[config.mk]
export PLATFORM = sky130hd
export DESIGN_NAME = pwm_shadow_timer
export DESIGN_NICKNAME = d
export VERILOG_FILES = /design/src/rtl/pwm_timer_pkg.sv /design/src/rtl/pwm_count_core.sv /design/src/rtl/pwm_shadow_bank.sv /design/src/rtl/pwm_event_out.sv /design/src/rtl/pwm_shadow_timer.sv
export SDC_FILE = /design/constraint.sdc
export NUM_CORES = 1
export LEC_CHECK = 0
export ABC_CLOCK_PERIOD_IN_PS = 5600
export BUFFER_PORTS_ARGS = -buffer_cell sky130_fd_sc_hd__buf_2
export CORE_MARGIN = 2
export CORE_UTILIZATION = 55
export CTS_BUF_LIST = sky130_fd_sc_hd__clkbuf_4 sky130_fd_sc_hd__clkbuf_8
export CTS_CLUSTER_SIZE = 28
export DETAILED_ROUTE_END_ITERATION = 8
export PLACE_DENSITY_LB_ADDON = 0.25
export SLEW_MARGIN = 20
export SYNTH_ARGS = -nofsm -noshare
export SYNTH_HDL_FRONTEND = slang
export SYNTH_SLANG_ARGS = --single-unit
[constraint.sdc]
create_clock -name clk -period 5.6 [get_ports clk]
set_clock_uncertainty 0.1 [all_clocks]
set_input_delay 0.56 -clock clk [delete_from_list [all_inputs] [get_ports clk]]
set_output_delay 0.56 -clock clk [all_outputs]
set_load 0.1 [all_outputs]
[src/rtl/pwm_timer_pkg.sv]
package pwm_timer_pkg;

  typedef enum logic [1:0] {
    RLD_AT_ZERO = 2'd0,
    RLD_AT_PEAK = 2'd1,
    RLD_AT_BOTH = 2'd2,
    RLD_NEVER   = 2'd3
  } reload_e;

  typedef enum logic [1:0] {
    EVT_ZERO  = 2'd0,
    EVT_PEAK  = 2'd1,
    EVT_MATCH = 2'd2,
    EVT_NONE  = 2'd3
  } evt_e;

  localparam int unsigned NUM_HOLD = 2;
  localparam int unsigned IDX_PER  = 0;
  localparam int unsigned IDX_DUTY = 1;

endpackage

[src/rtl/pwm_count_core.sv]
module pwm_count_core #(
  parameter int unsigned CNT_W = 16
) (
  input  logic             clk,
  input  logic             rst,
  input  logic             mode_ud,
  input  logic [CNT_W-1:0] per_act,
  output logic [CNT_W-1:0] cnt_q,
  output logic [CNT_W-1:0] cnt_nxt
);

  localparam logic [CNT_W-1:0] ONE  = {{(CNT_W-1){1'b0}}, 1'b1};
  localparam logic [CNT_W-1:0] ZERO = '0;

  logic rising_q;
  logic rising_nxt;

  always_comb begin
    cnt_nxt    = cnt_q;
    rising_nxt = rising_q;
    if (per_act == ZERO) begin
      cnt_nxt    = ZERO;
      rising_nxt = 1'b1;
    end else if (!mode_ud) begin
      rising_nxt = 1'b1;
      cnt_nxt    = (cnt_q >= per_act) ? ZERO : cnt_q + ONE;
    end else if (rising_q) begin
      if (cnt_q >= per_act) begin
        cnt_nxt    = cnt_q - ONE;
        rising_nxt = 1'b0;
      end else begin
        cnt_nxt    = cnt_q + ONE;
      end
    end else begin
      if (cnt_q == ZERO) begin
        cnt_nxt    = ONE;
        rising_nxt = 1'b1;
      end else begin
        cnt_nxt    = cnt_q - ONE;
      end
    end
  end

  always_ff @(posedge clk) begin
    if (rst) begin
      cnt_q    <= ZERO;
      rising_q <= 1'b1;
    end else begin
      cnt_q    <= cnt_nxt;
      rising_q <= rising_nxt;
    end
  end

  AST_SAW_BOUND: assert property (@(posedge clk) disable iff (rst)
    (!mode_ud && $past(!mode_ud) && per_act != ZERO) |-> (cnt_q <= per_act));

  AST_PARK_ZERO: assert property (@(posedge clk) disable iff (rst)
    ($past(per_act) == ZERO) |-> (cnt_q == ZERO));

  AST_RESET_CNT: assert property (@(posedge clk)
    $past(rst) |-> (cnt_q == ZERO));

endmodule

[src/rtl/pwm_shadow_bank.sv]
module pwm_shadow_bank
  import pwm_timer_pkg::*;
#(
  parameter int unsigned      CNT_W    = 16,
  parameter logic [CNT_W-1:0] PER_INIT = 16'd99
) (
  input  logic             clk,
  input  logic             rst,
  input  logic [1:0]       reload_sel,
  input  logic             per_wr,
  input  logic [CNT_W-1:0] per_wdata,
  input  logic             duty_wr,
  input  logic [CNT_W-1:0] duty_wdata,
  input  logic [CNT_W-1:0] cnt_i,
  output logic [CNT_W-1:0] per_act,
  output logic [CNT_W-1:0] duty_act,
  output logic [CNT_W-1:0] per_nxt,
  output logic [CNT_W-1:0] duty_nxt
);

  reload_e rld_mode;
  logic    at_zero;
  logic    at_peak;
  logic    reload_now;

  logic [NUM_HOLD-1:0]            wr_vec;
  logic [NUM_HOLD-1:0][CNT_W-1:0] wdata_vec;
  logic [NUM_HOLD-1:0][CNT_W-1:0] rst_vec;
  logic [NUM_HOLD-1:0][CNT_W-1:0] hold_q;
  logic [NUM_HOLD-1:0][CNT_W-1:0] act_q;
  logic [NUM_HOLD-1:0][CNT_W-1:0] act_nxt;

  assign rld_mode = reload_e'(reload_sel);
  assign at_zero  = (cnt_i == '0);
  assign at_peak  = (cnt_i == act_q[IDX_PER]);

  always_comb begin
    unique case (rld_mode)
      RLD_AT_ZERO: reload_now = at_zero;
      RLD_AT_PEAK: reload_now = at_peak;
      RLD_AT_BOTH: reload_now = at_zero || at_peak;
      default:     reload_now = 1'b0;
    endcase
  end

  assign wr_vec    = {duty_wr, per_wr};
  assign wdata_vec = {duty_wdata, per_wdata};
  assign rst_vec   = {{CNT_W{1'b0}}, PER_INIT};

  for (genvar g = 0; g < NUM_HOLD; g++) begin : g_hold
    assign act_nxt[g] = reload_now ? hold_q[g] : act_q[g];

    always_ff @(posedge clk) begin
      if (rst) begin
        hold_q[g] <= rst_vec[g];
        act_q[g]  <= rst_vec[g];
      end else begin
        if (wr_vec[g]) hold_q[g] <= wdata_vec[g];
        act_q[g] <= act_nxt[g];
      end
    end
  end

  assign per_act  = act_q[IDX_PER];
  assign duty_act = act_q[IDX_DUTY];
  assign per_nxt  = act_nxt[IDX_PER];
  assign duty_nxt = act_nxt[IDX_DUTY];

  AST_ACT_AT_EVENT: assert property (@(posedge clk) disable iff (rst)
    (per_act != $past(per_act) || duty_act != $past(duty_act))
      |-> ($past(cnt_i) == '0 || $past(cnt_i) == $past(per_act)));

  AST_RELOAD_OFF: assert property (@(posedge clk) disable iff (rst)
    ($past(reload_sel) == 2'b11) |-> ($stable(per_act) && $stable(duty_act)));

endmodule

[src/rtl/pwm_event_out.sv]
module pwm_event_out
  import pwm_timer_pkg::*;
#(
  parameter int unsigned CNT_W = 16
) (
  input  logic             clk,
  input  logic             rst,
  input  logic [1:0]       trig_sel,
  input  logic [CNT_W-1:0] cnt_nxt,
  input  logic [CNT_W-1:0] per_nxt,
  input  logic [CNT_W-1:0] duty_nxt,
  output logic             pwm_q,
  output logic             trig_q
);

  evt_e evt_mode;
  logic pwm_d;
  logic trig_d;

  assign evt_mode = evt_e'(trig_sel);

  always_comb begin
    if (duty_nxt == '0)            pwm_d = 1'b0;
    else if (duty_nxt >= per_nxt)  pwm_d = 1'b1;
    else                           pwm_d = (cnt_nxt < duty_nxt);
  end

  always_comb begin
    unique case (evt_mode)
      EVT_ZERO:  trig_d = (cnt_nxt == '0);
      EVT_PEAK:  trig_d = (cnt_nxt == per_nxt);
      EVT_MATCH: trig_d = (cnt_nxt == duty_nxt);
      default:   trig_d = 1'b0;
    endcase
  end

  always_ff @(posedge clk) begin
    if (rst) begin
      pwm_q  <= 1'b0;
      trig_q <= 1'b0;
    end else begin
      pwm_q  <= pwm_d;
      trig_q <= trig_d;
    end
  end

endmodule

[src/rtl/pwm_shadow_timer.sv]
module pwm_shadow_timer #(
  parameter int unsigned      CNT_W    = 16,
  parameter logic [CNT_W-1:0] PER_INIT = 16'd99
) (
  input  logic             clk,
  input  logic             rst,
  input  logic             mode_ud,
  input  logic [1:0]       reload_sel,
  input  logic [1:0]       trig_sel,
  input  logic             per_wr,
  input  logic [CNT_W-1:0] per_wdata,
  input  logic             duty_wr,
  input  logic [CNT_W-1:0] duty_wdata,
  output logic             pwm_out,
  output logic             trig_out,
  output logic [CNT_W-1:0] cnt_out
);

  logic [CNT_W-1:0] cnt_q;
  logic [CNT_W-1:0] cnt_nxt;
  logic [CNT_W-1:0] per_act;
  logic [CNT_W-1:0] duty_act;
  logic [CNT_W-1:0] per_nxt;
  logic [CNT_W-1:0] duty_nxt;

  pwm_count_core #(.CNT_W(CNT_W)) u_count (
    .clk     (clk),
    .rst     (rst),
    .mode_ud (mode_ud),
    .per_act (per_act),
    .cnt_q   (cnt_q),
    .cnt_nxt (cnt_nxt)
  );

  pwm_shadow_bank #(.CNT_W(CNT_W), .PER_INIT(PER_INIT)) u_bank (
    .clk        (clk),
    .rst        (rst),
    .reload_sel (reload_sel),
    .per_wr     (per_wr),
    .per_wdata  (per_wdata),
    .duty_wr    (duty_wr),
    .duty_wdata (duty_wdata),
    .cnt_i      (cnt_q),
    .per_act    (per_act),
    .duty_act   (duty_act),
    .per_nxt    (per_nxt),
    .duty_nxt   (duty_nxt)
  );

  pwm_event_out #(.CNT_W(CNT_W)) u_out (
    .clk      (clk),
    .rst      (rst),
    .trig_sel (trig_sel),
    .cnt_nxt  (cnt_nxt),
    .per_nxt  (per_nxt),
    .duty_nxt (duty_nxt),
    .pwm_q    (pwm_out),
    .trig_q   (trig_out)
  );

  assign cnt_out = cnt_q;

  AST_DUTY_ZERO_LOW: assert property (@(posedge clk) disable iff (rst)
    (duty_act == '0) |-> !pwm_out);

  AST_DUTY_FULL_HIGH: assert property (@(posedge clk) disable iff (rst)
    (duty_act != '0 && duty_act >= per_act) |-> pwm_out);

  AST_TRIG_ONE_CLK: assert property (@(posedge clk) disable iff (rst)
    (trig_out && per_act != '0) |=> (!trig_out || per_act == '0));

  AST_TRIG_ZERO_ALIGN: assert property (@(posedge clk) disable iff (rst)
    (trig_out && $past(trig_sel) == 2'b00) |-> (cnt_out == '0));

endmodule

==> reports/summary.txt <==
Critical path class: register to register
Unrepaired setup endpoints after global routing: no
Status: finished, final reports clean
Synth-to-layout area growth: 10.4%
Global-route wire length before repair: 21700 um
Cells after synthesis: 603
Reg2Reg Launch Point: u_count.cnt_q[0]$_SDFF_PP0_
R2R depth: 19
Via count: 4558
CTS clk-pin slew, worst paths: 90 ps
R2r setup slk: 930 ps
Min Tclk post-route: 4670 ps
Row count: 35
Die Wd: 101 um
Worst setup EP type: register
Initial DRC count: 282
Vias in the first global route: 4474
Worst slew margin: 39.2%
Skew-Pair Late Insertion Delay: 360 ps
Die area: 10100 um^2
Tot GR Track Use: 27.1%
WL/cell: 17.4 um
Pin count of the biggest net entering global routing: 86
DP Wirelength: 10400 um
Worst Setup EP: u_out.pwm_q$_SDFF_PP0_
H-tree Lvls: 3
Count of unique library cells instantiated by Yosys: 68
Synth Net Count: 693
Starting density of the core: 56.2%
Async set or reset register ratio after synthesis: 0%
Top-count cell post-synth: nor2_1
Drt total wl: 13300 um
Detail Route Antenna Nets: 0
Resize count post-CTS: 0
Initial antenna violation count: 0
Flops & latches, synth: 83
Ant diodes: 0
Register Area: 1660 um^2
FILL cells: 805
Cell taking the most area after synthesis: dfxtp_1
Syn. warnings: 0
Worst-path maximum fanout: 20
Final Wtd Congestion: 0.908
Dominant synthesized flop cell: dfxtp_1
Area occupied by multi-input gates: 3180 um^2
CP startpoint kind: register
DRC violations left: 0
Synth top area share: 32.3%
Nets: 738
Hold buffer count at CTS: 0
I/O pin count: 59
Reg2reg end: u_out.pwm_q$_SDFF_PP0_
IO Port Bufs: 58
CTS max path bufs: 2
Count of flip-flops with a built-in enable after synthesis: 0
Fin. Hold Viols: 0
Fmax achieved: 214 MHz
Worst-Margin Slew: 909 ps
Top cells by area, synth: dfxtp_1, ha_1, mux2i_1, nor2_1, inv_1
Core area: 9150 um^2
Sum of negative setup slack: 0 ps
Min-Delay Path Class: primary input to register
Sink Count: 83
Max-Cap Viols: 0
Hold Path Stages: 2
Setup violations, final: 0
Die Height: 101 um
Synth cell count leaders: nor2_1, dfxtp_1, ha_1
GRT overflow: 0
Post-layout util: 62.1%
Seq/Total Area, Yosys: 32.3%
CTS Root Cell: clkbuf_8
CTS tree: yes
Synthesized area per cell: 8.53 um^2
Num CTS Buffers: 9
Min Hold Slack: 305 ps
Drt pass-1 iters: 5
Netlist Area Pre-Place: 5140 um^2
Layout cell share with drive strength beyond 1: 13.8%
Data arrival time of the critical path: 4770 ps
Slew Viols, Final: 0
Post-CTS Repair Setup Buffers: 0
Worst endpoint required time: 5700 ps
Tcrit/Tclk final: 83.3%
Average via count per standard cell: 5.97
Worst setup path start: u_count.cnt_q[0]$_SDFF_PP0_
Worst hold start: per_wdata[1]
through the flow:
stage / setup slack [ps] / cell area, um^2 / cells
6_report: 933 / 5680 / 764
5_1_grt: 599 / 5680 / 764
4_1_cts: 940 / 5680 / 764
3_5_place_dp: 1000 / 5470 / 748
3_3_place_gp: 1200 / 5470 / 748
2_1_floorplan: 489 / 5140 / 603
logic make-up after synthesis:
| group | Yosys count | share of synthesized area, % |
|---|---|---|
| AND/OR/NAND/NOR | 221 | 21.4 |
| AO/OA/AOI/OAI | 105 | 14.9 |
| flip-flops | 83 | 32.3 |
| buffers and inverters | 76 | 6.18 |
| adder cells (fa/ha/maj) | 51 | 12.3 |
| multiplexers | 47 | 9.46 |
| XOR/XNOR | 20 | 3.41 |
state kept, by name, summed over array words and instances, names as in the netlist:
signal            count
u_out.trig_q          1
u_count.cnt_q        16
u_bank.per_act       16
u_bank.hold_q        32
u_out.pwm_q           1
u_count.rising_q      1
u_bank.duty_act      16
cells in the final DEF (no fill, tap or decap), types with 6 or more instances in the layout:
cell      synthesis  routed
nand2b_1          8       8
nor2_1           98      98
nor4_1            8       8
nand2_1          24      24
a21o_1           13      13
nand4_1          18      18
dfxtp_1          83      83
a221o_1           6       6
o221ai_1          6       6
mux2i_1          46      46
buf_2             5      58
o21ai_0           9       8
nand3_1          11      11
a211oi_1          6       6
inv_1            48      48
ha_1             49      49
clkbuf_8          0       9
nor3_1           10      10
a21oi_1          26      26
xnor2_1          15      15
nor2b_1          18      18
critical path, cell delays in order, from the launching register on:
cell	delay [ps]
dfxtp_1	440
inv_1	130
ha_1	310
nand4_1	120
nor4_1	380
a2bb2oi_1	170
o21ai_4	470
buf_4	360
mux2i_1	390
inv_1	90
ha_1	300
a21o_1	150
a21o_1	160
a21oi_1	140
nor2b_1	60
o21ai_0	200
a211o_1	160
a21oi_1	60
a211oi_1	230
a211oi_1	100
layer usage:
| layer | global-route usage (%) | share of wire [%] | up-vias |
|---|---|---|---|
| met5 | 0 | 0 | - |
| met4 | 10.1 | 2.7 | 0 |
| met3 | 5.55 | 6.3 | 31 |
| met2 | 44.5 | 47 | 159 |
| met1 | 35.2 | 44 | 2129 |
| li1 | - | - | 2239 |
final cells by class:
type                            instances  area share, %
Multi-Input combinational cell        444           55.9
Sequential cell                        83           29.3
Timing Repair Buffer                   61           5.51
Inverter                               49           3.24
Tap cell                              111           2.44
Clock buffer                            9           2.18
Clock inverter                          7           1.48
worst min-delay path by stage:
| stage | end | slack [ps] |
|---|---|---|
| 2_1_floorplan | u_bank.hold_q[16]$_SDFFE_PP0P_ | 360 |
| 3_3_place_gp | u_bank.hold_q[26]$_SDFFE_PP0P_ | 380 |
| 3_5_place_dp | u_bank.hold_q[27]$_SDFFE_PP0P_ | 390 |
| 4_1_cts | u_bank.hold_q[5]$_SDFFE_PP1P_ | 290 |
| 5_1_grt | u_bank.hold_q[0]$_SDFFE_PP1P_ | 300 |
| 6_report | u_bank.hold_q[1]$_SDFFE_PP1P_ | 300 |
Power is not shown: default switching activity piles up to over one toggle a cycle in this logic, so the estimate is an artifact.
